<file path="src/rtl/cexp_pkg.sv">
package cexp_pkg;
  localparam int unsigned PIX = 8;
  localparam int unsigned CW  = 8;
  localparam int unsigned DW  = PIX * CW;

  typedef enum logic [2:0] {
    ADDR_CTRL = 3'd0,
    ADDR_FG   = 3'd1,
    ADDR_BG   = 3'd2,
    ADDR_PAT  = 3'd3,
    ADDR_MASK = 3'd4
  } reg_addr_e;

  typedef struct packed {
    logic order;
    logic mask_en;
    logic pat_src;
    logic planar;
    logic en;
  } ctrl_t;

  typedef struct packed {
    ctrl_t          ctrl;
    logic [CW-1:0]  fg;
    logic [CW-1:0]  bg;
    logic [PIX-1:0] pat;
    logic [PIX-1:0] mask;
  } cfg_t;
endpackage

</file>
<file path="src/rtl/cexp_regs.sv">
module cexp_regs
  import cexp_pkg::*;
(
  input  logic          clk_i,
  input  logic          rst_ni,
  input  logic          we_i,
  input  logic [2:0]    addr_i,
  input  logic [7:0]    wdata_i,
  output cfg_t          cfg_o
);
  cfg_t cfg_q;

  always_ff @(posedge clk_i or negedge rst_ni) begin
    if (!rst_ni) begin
      cfg_q <= '0;
    end else if (we_i) begin
      unique case (addr_i)
        ADDR_CTRL: cfg_q.ctrl <= ctrl_t'(wdata_i[4:0]);
        ADDR_FG:   cfg_q.fg   <= wdata_i[CW-1:0];
        ADDR_BG:   cfg_q.bg   <= wdata_i[CW-1:0];
        ADDR_PAT:  cfg_q.pat  <= wdata_i[PIX-1:0];
        ADDR_MASK: cfg_q.mask <= wdata_i[PIX-1:0];
        default: ;
      endcase
    end
  end

  assign cfg_o = cfg_q;

  a_r10_unmapped_ignored: assert property (@(posedge clk_i) disable iff (!rst_ni)
    (we_i && addr_i > 3'd4) |=> $stable(cfg_q));
endmodule

</file>
<file path="src/rtl/cexp_expand.sv">
module cexp_expand
  import cexp_pkg::*;
(
  input  logic [PIX-1:0] src_i,
  input  logic           order_i,
  input  logic           planar_i,
  input  logic [CW-1:0]  fg_i,
  input  logic [CW-1:0]  bg_i,
  output logic [DW-1:0]  data_o
);
  logic [PIX-1:0] sel;
  logic [DW-1:0]  packed_w;
  logic [DW-1:0]  planar_w;

  for (genvar k = 0; k < PIX; k++) begin : g_pix
    assign sel[k] = order_i ? src_i[PIX-1-k] : src_i[k];
    assign packed_w[k*CW +: CW] = sel[k] ? fg_i : bg_i;
  end

  // planar: lane p collects color bit p of every pixel
  for (genvar p = 0; p < CW; p++) begin : g_plane
    for (genvar k = 0; k < PIX; k++) begin : g_bit
      assign planar_w[p*PIX + k] = sel[k] ? fg_i[p] : bg_i[p];
    end
  end

  assign data_o = planar_i ? planar_w : packed_w;
endmodule

</file>
<file path="src/rtl/cexp_mask.sv">
module cexp_mask
  import cexp_pkg::*;
(
  input  logic           mask_en_i,
  input  logic           order_i,
  input  logic [PIX-1:0] mask_i,
  output logic [PIX-1:0] be_o
);
  for (genvar k = 0; k < PIX; k++) begin : g_be
    assign be_o[k] = !mask_en_i || (order_i ? mask_i[PIX-1-k] : mask_i[k]);
  end
endmodule

</file>
<file path="src/rtl/cexp_unit.sv">
module cexp_unit
  import cexp_pkg::*;
(
  input  logic          clk_i,
  input  logic          rst_ni,
  input  logic          reg_we_i,
  input  logic [2:0]    reg_addr_i,
  input  logic [7:0]    reg_wdata_i,
  input  logic          cpu_we_i,
  input  logic [63:0]   cpu_data_i,
  input  logic [7:0]    cpu_be_i,
  output logic          wr_valid_o,
  output logic [63:0]   wr_data_o,
  output logic [7:0]    wr_be_o
);
  cfg_t           cfg;
  logic [PIX-1:0] src;
  logic [DW-1:0]  exp_data;
  logic [PIX-1:0] exp_be;
  logic [DW-1:0]  data_n;
  logic [PIX-1:0] be_n;

  cexp_regs u_regs (
    .clk_i   (clk_i),
    .rst_ni  (rst_ni),
    .we_i    (reg_we_i),
    .addr_i  (reg_addr_i),
    .wdata_i (reg_wdata_i),
    .cfg_o   (cfg)
  );

  assign src = cfg.ctrl.pat_src ? cfg.pat : cpu_data_i[PIX-1:0];

  cexp_expand u_expand (
    .src_i    (src),
    .order_i  (cfg.ctrl.order),
    .planar_i (cfg.ctrl.planar),
    .fg_i     (cfg.fg),
    .bg_i     (cfg.bg),
    .data_o   (exp_data)
  );

  cexp_mask u_mask (
    .mask_en_i (cfg.ctrl.mask_en),
    .order_i   (cfg.ctrl.order),
    .mask_i    (cfg.mask),
    .be_o      (exp_be)
  );

  assign data_n = cfg.ctrl.en ? exp_data : cpu_data_i;
  assign be_n   = cfg.ctrl.en ? exp_be   : cpu_be_i;

  always_ff @(posedge clk_i or negedge rst_ni) begin
    if (!rst_ni) begin
      wr_valid_o <= 1'b0;
      wr_data_o  <= '0;
      wr_be_o    <= '0;
    end else begin
      wr_valid_o <= cpu_we_i;
      if (cpu_we_i) begin
        wr_data_o <= data_n;
        wr_be_o   <= be_n;
      end
    end
  end

  a_r3_valid_after_strobe: assert property (@(posedge clk_i) disable iff (!rst_ni)
    cpu_we_i |=> wr_valid_o);
  a_r3_idle_no_valid: assert property (@(posedge clk_i) disable iff (!rst_ni)
    !cpu_we_i |=> (!wr_valid_o && $stable(wr_data_o) && $stable(wr_be_o)));
  a_r2_passthrough: assert property (@(posedge clk_i) disable iff (!rst_ni)
    (cpu_we_i && !cfg.ctrl.en) |=>
      (wr_data_o == $past(cpu_data_i) && wr_be_o == $past(cpu_be_i)));
  a_r8_full_be: assert property (@(posedge clk_i) disable iff (!rst_ni)
    (cpu_we_i && cfg.ctrl.en && !cfg.ctrl.mask_en) |=> (wr_be_o == 8'hFF));
  a_r4_uniform_color: assert property (@(posedge clk_i) disable iff (!rst_ni)
    (cpu_we_i && cfg.ctrl.en && !cfg.ctrl.planar && cfg.fg == cfg.bg) |=>
      (wr_data_o == {PIX{$past(cfg.fg)}}));
endmodule

</file>
<file path="config.mk">
export PLATFORM = sky130hd
export DESIGN_NAME = cexp_unit
export DESIGN_NICKNAME = d
export VERILOG_FILES = /design/src/rtl/cexp_pkg.sv /design/src/rtl/cexp_regs.sv /design/src/rtl/cexp_expand.sv /design/src/rtl/cexp_mask.sv /design/src/rtl/cexp_unit.sv
export SDC_FILE = /design/constraint.sdc
export NUM_CORES = 1
export LEC_CHECK = 0
export BUFFER_PORTS_ARGS = -buffer_cell sky130_fd_sc_hd__buf_2
export CAP_MARGIN = 30
export CORE_AREA = 2 2 152 154
export DETAILED_ROUTE_END_ITERATION = 10
export DIE_AREA = 0 0 154 156
export PLACE_DENSITY_LB_ADDON = 0.25
export SYNTH_ARGS = -nofsm -noshare
export SYNTH_HDL_FRONTEND = slang
export SYNTH_SLANG_ARGS = --single-unit
</file>
<file path="constraint.sdc">
create_clock -name clk_i -period 2.4 [get_ports clk_i]
set_input_delay 0.36 -clock clk_i [delete_from_list [all_inputs] [get_ports clk_i]]
set_output_delay 0.36 -clock clk_i [all_outputs]
set_load 0.05 [all_outputs]
</file>
==> impl_metrics.json <==
{
  "rows": 55,
  "met2_usage_pct": 26.3,
  "holdCritStartpoint": "cpu_data_i[38]",
  "r2r_slack_ns": 0.24,
  "required_ns": 2.69,
  "synth_cells": 639,
  "synth_area_leaders": "dfrtp_1 (41%), mux2i_1 (9.6%), mux2_2 (7.6%)",
  "mostFrequentLayoutCells": "buf_2 (157), dfrtp_1 (110), nor2_1 (73)",
  "slew_headroom_pct": 56.6,
  "syn-num-nets": 726,
  "synth_area_um2": 6640,
  "place_inst": 1026,
  "die_h_um": 156,
  "cp_top_family": "multiplexers",
  "fmax_mhz": 463,
  "syn_to_final_growth_pct": 19.4,
  "track_usage_pct": 17.4,
  "setup_viol": 0,
  "yosysTopAreaCell": "dfrtp_1",
  "antenna_left": 0,
  "min_period_ns": 2.16,
  "irDropWorstVdd_mv": 0.389,
  "nets": 840,
  "overflow": 0,
  "yosysUniqueCellTypes": 26,
  "die_w_um": 154,
  "cts_buffers": 9,
  "async_flop_share_pct": 100,
  "worst_slew_pin_slew_ns": 0.647,
  "io_pins": 160,
  "ys_warn_count": 0,
  "end_kind": "flip-flop",
  "cts.sinks": 110,
  "min_path_cells": 3,
  "synth_top_area_share_pct": 41.5,
  "dieArea_um2": 24000,
  "clk_pin_slew_ns": 0.08,
  "grt_antenna_before_repair": 2,
  "leakagePower_nw": 3.32,
  "grt_first_pass_wirelength_um": 32400,
  "clk_latency_ns": 0.36,
  "rr_endpoint": "wr_data_o[3]",
  "via_per_inst": 5.36,
  "hold_path.class": "input port to flip-flop",
  "core_um2": 22400,
  "r2r_cells": 4,
  "wl_um": 20900,
  "numPortBuffers": 159,
  "fin_skew_ns": 0.0106,
  "max_stage_delay_ns": 0.76,
  "layout.cells.non_filler": 1045,
  "cts_root_buf": "clkbuf_16",
  "cts.path.max_buffers": 2,
  "fillers": 2304,
  "initial_core_util_pct": 29.7,
  "synth_top_flop_cell": "dfrtp_1",
  "routabilityCongestion": 0.784,
  "path_depth": 4,
  "dpl.hpwl_um": 14600,
  "cp_num_buf_inv": 0,
  "synth.avg_cell_area_um2": 10.4,
  "drv_slew": 0,
  "fin_tns_setup_ns": 0,
  "cp_max_fo": 9,
  "drt-pass1-iter-count": 4,
  "hold_slack_ns": 0.285,
  "post_drt_wl_per_cell_um": 20.0,
  "gr-usage-met3_pct": 3.61,
  "gr-usage-met1_pct": 24.7,
  "period_share_pct": 90.0,
  "holdPathEnd": "wr_data_o[38]",
  "synth-seq-area-share_pct": 41.5,
  "status": "completed",
  "path_cells": "mux4_2 -> mux2i_1 -> o32a_2 -> o21ai_2",
  "crit_arrival_ns": 2.45,
  "drc": 0,
  "cp-start-kind": "flip-flop",
  "busiest_layer": "met2",
  "ys_seq_elements": 110,
  "worstReg2RegStart": "u_regs.cfg_o[34]",
  "rsz0062_at_grt": "false",
  "crit_type": "flip-flop to flip-flop",
  "drt_iter0_markers": 298,
  "drive_gt1_share_pct": 36.7,
  "maxCapViolCount": 0,
  "htreeDepth": 3,
  "grt_max_degree": 57,
  "grt_pass1_vias": 5462,
  "hold_viol_final": 0,
  "cp_slowest_cell": "mux4_2",
  "cts_tree": "yes",
  "dr_total_vias": 5596,
  "final_common_cell": "buf_2",
  "pwr_density_cell_nw_per_um2": 1080,
  "synth-edff-count": 0
}
==> worst register-to-register path, cell delays in order, from the launching register on <==
cell	delay [ns]
dfrtp_1	0.66
mux4_2	0.76
mux2i_1	0.21
o32a_2	0.40
o21ai_2	0.06
==> final cells by class <==
class	instances	area, um2	area share, %
multi-input combinational	449	3480	43.9
sequential	110	2750	34.7
timing repair buffer	174	978	12.3
tap	285	357	4.50
clock buffer	12	267	3.36
clock inverter	4	51.3	0.647
inverter	9	33.8	0.426
antenna	2	5.00	0.0631
==> registers in the layout (all words and copies together), names as in the netlist <==
signal,count
wr_data_o,64
wr_valid_o,1
wr_be_o,8
u_regs.cfg_o,37
==> synth_stat cells, types with 11 or more instances <==
library cell / n
a21boi_0: 56
buf_2: 11
clkbuf_1: 41
dfrtp_1: 110
mux2_2: 45
mux2i_1: 64
nor2_1: 73
o21ai_0: 64
o21ai_1: 39
o21ai_2: 17
o32a_1: 40
o32a_2: 16
==> stage by stage <==
stage                     power (mW)  setup slack, ns  cell area (um2)  util [%]
after floorplan                 5.96            0.654             6640         -
after global placement          6.97            0.277             7590      34.0
after detailed placement        6.99            0.251             7590      34.0
after CTS                       8.65            0.228             7920      35.4
after global routing            9.04           0.0909             7920      35.4
final                           8.58            0.239             7930      35.4
==> routing by layer <==
layer	routed length [um]	vias to the layer above
met5	0	-
met4	565	0
met3	1190	26
met2	9010	188
met1	10200	2752
li1	-	2630
==> worst max path at each step <==
stage                          endpoint              from
final                      wr_data_o[3]  u_regs.cfg_o[34]
after global routing      wr_data_o[10]  u_regs.cfg_o[34]
after CTS                 wr_data_o[19]  u_regs.cfg_o[34]
after detailed placement  wr_data_o[59]  u_regs.cfg_o[34]
after global placement    wr_data_o[37]  u_regs.cfg_o[34]
after floorplan            wr_data_o[1]  u_regs.cfg_o[34]
==> report_power, final <==
group,internal [mW],switching (mW)
registers,2.34,0.590
clock network,0.899,0.732
logic,1.35,2.67
==> what timing repair did <==
action                    CTS  global route
gates resized for setup     0             0
hold buffers                1             0
hold endpoints to repair   17             0
setup buffers               0             0
==> cell families after synthesis <==
family	Yosys count	synth area share [%]
AO/OA/AOI/OAI	248	27.2
buffers and inverters	80	6.26
flip-flops	110	41.5
AND/OR/NAND/NOR	84	5.11
multiplexers	117	20.0
No activity file was read; power rests on OpenSTA's default activity.
